File: config.mk
export PLATFORM = sky130hd
export DESIGN_NAME = pdm_cic5_decim
export DESIGN_NICKNAME = d
export VERILOG_FILES = /design/src/rtl/cic5_pkg.sv /design/src/rtl/cic5_integrators.sv /design/src/rtl/cic5_combs.sv /design/src/rtl/cic5_shift.sv /design/src/rtl/pdm_cic5_decim.sv
export SDC_FILE = /design/constraint.sdc
export NUM_CORES = 2
export LEC_CHECK = 0
export BUFFER_PORTS_ARGS = -buffer_cell sky130_fd_sc_hd__buf_2
export CORE_MARGIN = 2
export CORE_UTILIZATION = 30
export DETAILED_ROUTE_END_ITERATION = 10
export PLACE_DENSITY = 0.48
export SYNTH_ARGS = -nofsm -noshare
export SYNTH_HDL_FRONTEND = slang
export SYNTH_HIERARCHICAL = 1
export SYNTH_SLANG_ARGS = --single-unit
File: constraint.sdc
create_clock -name clk -period 10.8 [get_ports clk]
set_input_delay 0.54 -clock clk [delete_from_list [all_inputs] [get_ports clk]]
set_output_delay 0.54 -clock clk [all_outputs]
set_load 0.1 [all_outputs]
File: src/rtl/cic5_pkg.sv
// Shared constants and types of the fifth-order CIC decimator.
// Assumes: nothing beyond IEEE 1800-2017.
package cic5_pkg;
    localparam int unsigned CIC_ORDER  = 5;
    localparam int unsigned SHIFT_BIAS = 8;

    typedef enum logic [1:0] {
        SLOT_IDLE  = 2'd0,
        SLOT_LEFT  = 2'd1,
        SLOT_RIGHT = 2'd2
    } slot_t;
endpackage

File: src/rtl/cic5_integrators.sv
// Five cascaded integrators for one PDM channel.
// Each stage adds the registered value of the stage before it, so all stages
// update in the same cycle. Wraps in two's complement, which the combs undo.
// Assumes: ACC_W covers the full bit growth of M^5 plus a sign bit.
module cic5_integrators
    import cic5_pkg::*;
#(
    parameter int ACC_W = 26
) (
    input  logic                    clk,
    input  logic                    rst_n,
    input  logic                    clr,
    input  logic                    step,
    input  logic                    bit_in,
    input  logic                    invert,
    output logic signed [ACC_W-1:0] acc_out
);
    logic signed [ACC_W-1:0] acc [CIC_ORDER];
    logic signed [ACC_W-1:0] unit;

    // Map the (optionally inverted) bit onto +1 or -1.
    assign unit = (bit_in ^ invert) ? ACC_W'(1) : {ACC_W{1'b1}};

    // Advance the integrator cascade on each strobe; clear on reset or hold.
    always_ff @(posedge clk) begin
        if (!rst_n || clr) begin
            for (int k = 0; k < CIC_ORDER; k++) acc[k] <= '0;
        end else if (step) begin
            acc[0] <= acc[0] + unit;
            for (int k = 1; k < CIC_ORDER; k++) acc[k] <= acc[k] + acc[k-1];
        end
    end

    assign acc_out = acc[CIC_ORDER-1];
endmodule

File: src/rtl/cic5_combs.sv
// Five comb stages shared by two channels.
// The selected channel's delay elements are used and updated. The chain is
// combinational from x_in to y_out.
// Assumes: at most one channel is processed per cycle.
module cic5_combs
    import cic5_pkg::*;
#(
    parameter int ACC_W = 26
) (
    input  logic                    clk,
    input  logic                    rst_n,
    input  logic                    clr,
    input  logic                    upd,
    input  logic                    sel,
    input  logic signed [ACC_W-1:0] x_in,
    output logic signed [ACC_W-1:0] y_out
);
    logic signed [ACC_W-1:0] dly_l [CIC_ORDER];
    logic signed [ACC_W-1:0] dly_r [CIC_ORDER];
    logic signed [ACC_W-1:0] stg   [CIC_ORDER+1];

    // Difference chain against the selected channel's delays.
    always_comb begin
        stg[0] = x_in;
        for (int k = 0; k < CIC_ORDER; k++)
            stg[k+1] = stg[k] - (sel ? dly_r[k] : dly_l[k]);
    end

    // Store each stage input as the next delay of the selected channel.
    always_ff @(posedge clk) begin
        if (!rst_n || clr) begin
            for (int k = 0; k < CIC_ORDER; k++) begin
                dly_l[k] <= '0;
                dly_r[k] <= '0;
            end
        end else if (upd) begin
            for (int k = 0; k < CIC_ORDER; k++) begin
                if (sel) dly_r[k] <= stg[k];
                else     dly_l[k] <= stg[k];
            end
        end
    end

    assign y_out = stg[CIC_ORDER];
endmodule

File: src/rtl/cic5_shift.sv
// Biased arithmetic right shift with truncation to the FIR input width.
// Codes below the bias give no shift.
// Assumes: OUT_W <= ACC_W and SH_W can hold the bias.
module cic5_shift
    import cic5_pkg::*;
#(
    parameter int ACC_W = 26,
    parameter int OUT_W = 22,
    parameter int SH_W  = 4
) (
    input  logic [SH_W-1:0]         code,
    input  logic signed [ACC_W-1:0] din,
    output logic signed [OUT_W-1:0] dout
);
    localparam logic [SH_W-1:0] BIAS = SH_W'(SHIFT_BIAS);

    logic [SH_W-1:0]         amt;
    logic signed [ACC_W-1:0] shifted;

    // Remove the bias, floor at zero, then shift and keep the low bits.
    always_comb begin
        amt     = (code >= BIAS) ? code - BIAS : '0;
        shifted = din >>> amt;
        dout    = shifted[OUT_W-1:0];
    end
endmodule

File: src/rtl/pdm_cic5_decim.sv
// Two-channel fifth-order CIC decimator top.
// Each channel has its own integrators. One comb/shift path processes the
// left sample in the cycle after a decimation point and the right sample in
// the cycle after that.
// Assumes: decimation points are at least three cycles apart (M >= M_MIN >= 3).
module pdm_cic5_decim
    import cic5_pkg::*;
#(
    parameter int CNT_W = 5,
    parameter int SH_W  = 4,
    parameter int OUT_W = 22,
    parameter int M_MIN = 5,
    parameter int M_MAX = 31
) (
    input  logic             clk,
    input  logic             rst_n,
    input  logic             pdm_vld,
    input  logic             pdm_a,
    input  logic             pdm_b,
    input  logic [CNT_W-1:0] comb_cnt,
    input  logic [SH_W-1:0]  shift_code,
    input  logic             pol_a,
    input  logic             pol_b,
    input  logic             mute,
    input  logic             stereo,
    input  logic             soft_rst,
    input  logic             start_a,
    input  logic             start_b,
    output logic             out_vld,
    output logic             out_chan,
    output logic [OUT_W-1:0] out_data
);
    localparam int ACC_W = 1 + CIC_ORDER * $clog2(M_MAX);
    localparam logic [CNT_W-1:0] LIM_LO = CNT_W'(M_MIN - 1);
    localparam logic [CNT_W-1:0] LIM_HI = CNT_W'(M_MAX - 1);

    logic [CNT_W-1:0]        lim;
    logic [CNT_W-1:0]        cnt;
    logic                    tick;
    slot_t                   slot;
    logic                    bits [2];
    logic                    inv  [2];
    logic                    clr  [2];
    logic signed [ACC_W-1:0] acc  [2];
    logic signed [ACC_W-1:0] snap [2];
    logic                    sel;
    logic                    upd;
    logic signed [ACC_W-1:0] comb_y;
    logic signed [OUT_W-1:0] shaped;

    // Clamp the programmed count to the supported decimation range.
    always_comb begin
        if (comb_cnt < LIM_LO)      lim = LIM_LO;
        else if (comb_cnt > LIM_HI) lim = LIM_HI;
        else                        lim = comb_cnt;
    end

    assign tick = pdm_vld && (cnt >= lim);

    // Count strobes and wrap at the decimation point.
    always_ff @(posedge clk) begin
        if (!rst_n || soft_rst) cnt <= '0;
        else if (pdm_vld)       cnt <= tick ? '0 : cnt + CNT_W'(1);
    end

    // Per-channel inputs: the right chain is held clear unless stereo runs.
    assign bits[0] = pdm_a;
    assign bits[1] = pdm_b;
    assign inv[0]  = pol_a;
    assign inv[1]  = pol_b;
    assign clr[0]  = soft_rst || !start_a;
    assign clr[1]  = soft_rst || !start_b || !stereo;

    for (genvar ch = 0; ch < 2; ch++) begin : g_chan
        cic5_integrators #(.ACC_W(ACC_W)) u_integ (
            .clk     (clk),
            .rst_n   (rst_n),
            .clr     (clr[ch]),
            .step    (pdm_vld),
            .bit_in  (bits[ch]),
            .invert  (inv[ch]),
            .acc_out (acc[ch])
        );

        // Capture the integrator output at each decimation point.
        always_ff @(posedge clk) begin
            if (!rst_n || soft_rst) snap[ch] <= '0;
            else if (tick)          snap[ch] <= acc[ch];
        end
    end

    // Sequence the shared comb path: left slot, then right slot.
    always_ff @(posedge clk) begin
        if (!rst_n || soft_rst) slot <= SLOT_IDLE;
        else if (tick)          slot <= SLOT_LEFT;
        else if (slot == SLOT_LEFT) slot <= SLOT_RIGHT;
        else                    slot <= SLOT_IDLE;
    end

    assign sel = (slot == SLOT_RIGHT);
    assign upd = ((slot == SLOT_LEFT) && start_a)
              || ((slot == SLOT_RIGHT) && start_b && stereo);

    cic5_combs #(.ACC_W(ACC_W)) u_combs (
        .clk   (clk),
        .rst_n (rst_n),
        .clr   (soft_rst),
        .upd   (upd),
        .sel   (sel),
        .x_in  (sel ? snap[1] : snap[0]),
        .y_out (comb_y)
    );

    cic5_shift #(.ACC_W(ACC_W), .OUT_W(OUT_W), .SH_W(SH_W)) u_shift (
        .code (shift_code),
        .din  (comb_y),
        .dout (shaped)
    );

    // Register the emitted sample, applying mute to the data only.
    always_ff @(posedge clk) begin
        if (!rst_n || soft_rst) begin
            out_vld  <= 1'b0;
            out_chan <= 1'b0;
            out_data <= '0;
        end else begin
            out_vld <= upd;
            if (upd) begin
                out_chan <= sel;
                out_data <= mute ? '0 : shaped;
            end
        end
    end
endmodule

==> impl_metrics.prom <==
# TYPE chip_impl_metric gauge
chip_impl_metric{name="cp.arrival",unit="ps"} 10690
chip_impl_metric{name="cts-buffers-inserted",unit=""} 79
chip_impl_metric{name="die_w",unit="um"} 385.7
chip_impl_metric{name="min_period",unit="ps"} 10150
chip_impl_metric{name="placed_cells_incl_taps",unit=""} 6118
chip_impl_info{name="worst_r2r_endpoint",value="out_data[18]"} 1
chip_impl_metric{name="wirelength",unit="um"} 99100
chip_impl_info{name="min-delay-start",value="start_a"} 1
chip_impl_metric{name="grt_max_degree",unit=""} 91
chip_impl_metric{name="worst_hold_margin",unit="ps"} 259.6
chip_impl_metric{name="yosysUniqueCellTypes",unit=""} 124
chip_impl_metric{name="xor_xnor_fraction_of_synth_area",unit=""} 0.06859
chip_impl_metric{name="grt_antenna_before_repair",unit=""} 3
chip_impl_metric{name="cts_htree_levels",unit=""} 3
chip_impl_info{name="outcome",value="completed"} 1
chip_impl_metric{name="finalNonFillerCells",unit=""} 6264
chip_impl_metric{name="synth-edff-count",unit=""} 572
chip_impl_metric{name="portBuffers",unit=""} 44
chip_impl_info{name="launching_element_type_of_the_critical_path",value="flip-flop"} 1
chip_impl_metric{name="ir_drop",unit="mV"} 0.4223
chip_impl_info{name="reg2reg_launch_point",value="slot[0]"} 1
chip_impl_metric{name="wl_per_cell",unit="um"} 15.82
chip_impl_info{name="critical_path.most_common_cell",value="ha_1"} 1
chip_impl_metric{name="path_clk_slew",unit="ps"} 60
chip_impl_metric{name="finalMaxSlewViolations",unit=""} 0
chip_impl_metric{name="tightest_slew",unit="ps"} 1118
chip_impl_metric{name="postRouteAntennaNets",unit=""} 0
chip_impl_metric{name="die_h",unit="um"} 385.7
chip_impl_metric{name="row_count",unit=""} 140
chip_impl_metric{name="holdPathStages",unit=""} 4
chip_impl_metric{name="overall_via_count_from_detail_route",unit=""} 30580
chip_impl_metric{name="max_freq",unit="MHz"} 98.48
chip_impl_info{name="max_stage_delay_cell_worst_path",value="mux4_2"} 1
chip_impl_metric{name="synth-simple-area-share",unit=""} 0.1628
chip_impl_metric{name="design.die.area",unit="um2"} 148800
chip_impl_info{name="setup.worst_path.class",value="reg -> reg"} 1
chip_impl_metric{name="worst-r2r-setup-slack",unit="ps"} 650
chip_impl_metric{name="worstRegToRegCells",unit=""} 44
chip_impl_metric{name="drive_above_1_share",unit=""} 0.09823
chip_impl_metric{name="starting_density_of_the_core",unit=""} 0.3010
chip_impl_info{name="crit_family",value="compound AO/OA/AOI/OAI gates"} 1
chip_impl_metric{name="first_global_vias",unit=""} 30760
chip_impl_metric{name="io_pins",unit=""} 45
chip_impl_info{name="synth_top_family_by_area",value="simple AND/OR/NAND/NOR gates"} 1
chip_impl_metric{name="async_reset_ff_frac",unit=""} 0
chip_impl_metric{name="finish.net_count",unit=""} 4653
chip_impl_metric{name="synth.mux.area_fraction",unit=""} 0.05800
chip_impl_metric{name="synth_sequential_area_ratio",unit=""} 0.4072
chip_impl_metric{name="insertedDiodeCount",unit=""} 0
chip_impl_metric{name="core_area",unit="um2"} 145200
chip_impl_info{name="tritoncts",value="done"} 1
chip_impl_info{name="synth_common_cells",value="nor2_1 (615), edfxtp_1 (572), ha_1 (334), a21oi_1 (286), nand2_1 (218)"} 1
chip_impl_info{name="critical_path_endpoint_category",value="flip-flop"} 1
chip_impl_info{name="yosysTopAreaCell",value="edfxtp_1"} 1
chip_impl_metric{name="first_pass_grt_wire_length",unit="um"} 163200
chip_impl_metric{name="drt_first_iter_violations",unit=""} 1427
chip_impl_metric{name="clock_latency",unit="ps"} 660
chip_impl_info{name="synth.area.top_cells",value="edfxtp_1 (39%), ha_1 (9.6%), nor2_1 (5.3%)"} 1
chip_impl_info{name="hold_path_end",value="out_chan"} 1
chip_impl_metric{name="clock_sinks",unit=""} 603
chip_impl_metric{name="clock_tree.buffer_depth",unit=""} 3
chip_impl_metric{name="vias_per_cell",unit=""} 4.881
chip_impl_metric{name="post_synth_instance_area",unit="um2"} 43710
chip_impl_metric{name="placer_congestion_estimate",unit=""} 0.7804
chip_impl_metric{name="cp_bufs_invs",unit=""} 7
chip_impl_metric{name="synthesis.yosys.warnings",unit=""} 6
chip_impl_info{name="synth_ff_type",value="edfxtp_1"} 1
chip_impl_metric{name="ys_ff_latch",unit=""} 603
chip_impl_metric{name="drv.max_cap_violation_count",unit=""} 0
chip_impl_metric{name="critical_path_required",unit="ps"} 11330
chip_impl_info{name="min_path_type",value="in -> reg"} 1
chip_impl_metric{name="slew_headroom",unit=""} 0.2544
chip_impl_metric{name="post-route-period-util",unit=""} 0.9402
chip_impl_info{name="yosysMostFrequentCell",value="nor2_1"} 1
chip_impl_metric{name="syn_inst",unit=""} 4338
chip_impl_metric{name="globalRoute.totalOverflow",unit=""} 0
chip_impl_metric{name="finClkSkew",unit="ps"} 29.01
chip_impl_info{name="clockRootBuffer",value="clkbuf_16"} 1
chip_impl_metric{name="powerDensity",unit="nW/um2"} 283.9
chip_impl_metric{name="timing_hold_violations_final",unit=""} 0
chip_impl_metric{name="place.detailed.hpwl",unit="um"} 69060
chip_impl_metric{name="cts.hold.buffers_added",unit=""} 0
chip_impl_metric{name="netlist.area_leader.share",unit=""} 0.3930
chip_impl_metric{name="critical_path.max_fanout",unit=""} 9
chip_impl_metric{name="route.detailed.drc",unit=""} 0
chip_impl_metric{name="fraction_of_the_mapped_netlist_area_in_compound_gates",unit=""} 0.1530
chip_impl_metric{name="track_usage",unit=""} 0.1335
chip_impl_metric{name="synth_area_per_cell",unit="um2"} 10.08
chip_impl_metric{name="adder_cell_fraction_of_synth_area",unit=""} 0.1016
chip_impl_metric{name="power.static_leakage",unit="uW"} 0.01957
chip_impl_metric{name="syn_to_final_growth",unit="%"} 10.15
chip_impl_metric{name="setup_violations_final",unit=""} 0
chip_impl_metric{name="drt-pass1-iter-count",unit=""} 5
chip_impl_metric{name="postSynthNetCount",unit=""} 4706
chip_impl_metric{name="worst_path_largest_cell_delay",unit="ps"} 460
==> state kept, by name, summed over array words and instances (netlist names) <==
signal              cells
cnt                     5
g_chan.u_integ/acc    260
out_chan                1
out_data               22
out_vld                 1
slot                    2
snap                   52
u_combs/dly_l         130
u_combs/dly_r         130
==> worst max-delay path by stage <==
stage	slack [ps]	to	cells past startpoint	startpoint
final	650	out_data[18]	44	slot[0]
after global routing	-9	out_data[18]	50	slot[1]
after detailed placement	150	out_data[18]	43	slot[0]
after global placement	320	out_data[18]	43	slot[0]
after CTS	70	out_data[18]	43	slot[0]
after floorplan	50	out_data[18]	56	slot[1]
==> cell families after synthesis <==
group,after synthesis
xor gates and xnor gates,334
muxes,225
buffers and inverters,431
DFF,603
AOI/OAI and AO/OA,972
and+or+nand+nor,1426
adders and majority gates,347
==> where the power goes <==
group          switching [uW]  internal [uW]
registers                51.8           2630
clock network            1070           1610
logic                    4550           3770
==> cell usage in the layout, fill, tap and decap left out, types with 16 or more instances in the layout <==
cell type and instances:
buf_2 44, a31oi_1 26, o21bai_1 21, clkinv_2 16
nand3b_1 28, mux2_2 28, xnor2_1 165, nand2b_1 72
clkinv_1 18, and3_1 39, ha_1 333, mux2_1 19
nor2b_1 34, xor2_1 151, and2_1 79, nor3b_1 18
nor4_1 20, nand2_1 216, buf_4 50, nor2_1 615
inv_1 199, or3_1 24, a21o_1 119, clkbuf_16 80
nor3_1 96, mux2i_1 160, a211oi_1 43, a21oi_1 282
o21ai_1 36, nand3_1 64, dfxtp_1 31, o21a_1 51
edfxtp_1 572, nor3b_2 50, o211ai_1 23, o21ai_0 150
==> repair_timing <==
| action | 4_1_cts | 5_1_grt |
|---|---|---|
| gates resized for setup | 0 | 28 |
| buffers inserted | 0 | 3 |
| setup endpoints to repair | 0 | 7 |
==> worst register-to-register path: cells and delay by family, from the launching register on <==
kind	cells	cell delay, ps
fa+ha+maj	5	1650
compound gates	16	3740
buf+inv	7	850
mux	3	1090
flops	1	360
xor+xnor	4	870
simple gates	9	1480
==> per-layer routing <==
metal / up-vias / GRT usage / part of all wire
met4: 6 / 0.03423 / 0.023
li1: 15690 / - / -
met3: 135 / 0.02182 / 0.031
met2: 348 / 0.2309 / 0.47
met5: - / 0 / 0.00039
met1: 14390 / 0.1722 / 0.47
==> metrics by stage <==
stage | setup WS (ps) | area, um2 | total power, uW | setup TNS [ps] | util
CTS | 73.53 | 47990 | 13730 | 0 | 0.3305
floorplan | 48.93 | 43720 | 10070 | 0 | -
finish | 645.8 | 48140 | 13670 | 0 | 0.3315
global placement | 320.5 | 45400 | 10950 | 0 | 0.3126
global route | -8.994 | 48140 | 14940 | -8.994 | 0.3315
detailed placement | 146.8 | 45400 | 10950 | 0 | 0.3126
==> layout make-up <==
cell class / instances / area, um2
timing repair buffer: 96 / 630.6
fill: 14830 / 97070
sequential: 603 / 17800
inverter: 201 / 757.0
multi-input combinational: 3304 / 23960
clock inverter: 53 / 535.5
tap: 1917 / 2399
clock buffer: 90 / 2059
No activity file was read; power rests on OpenSTA's default activity.
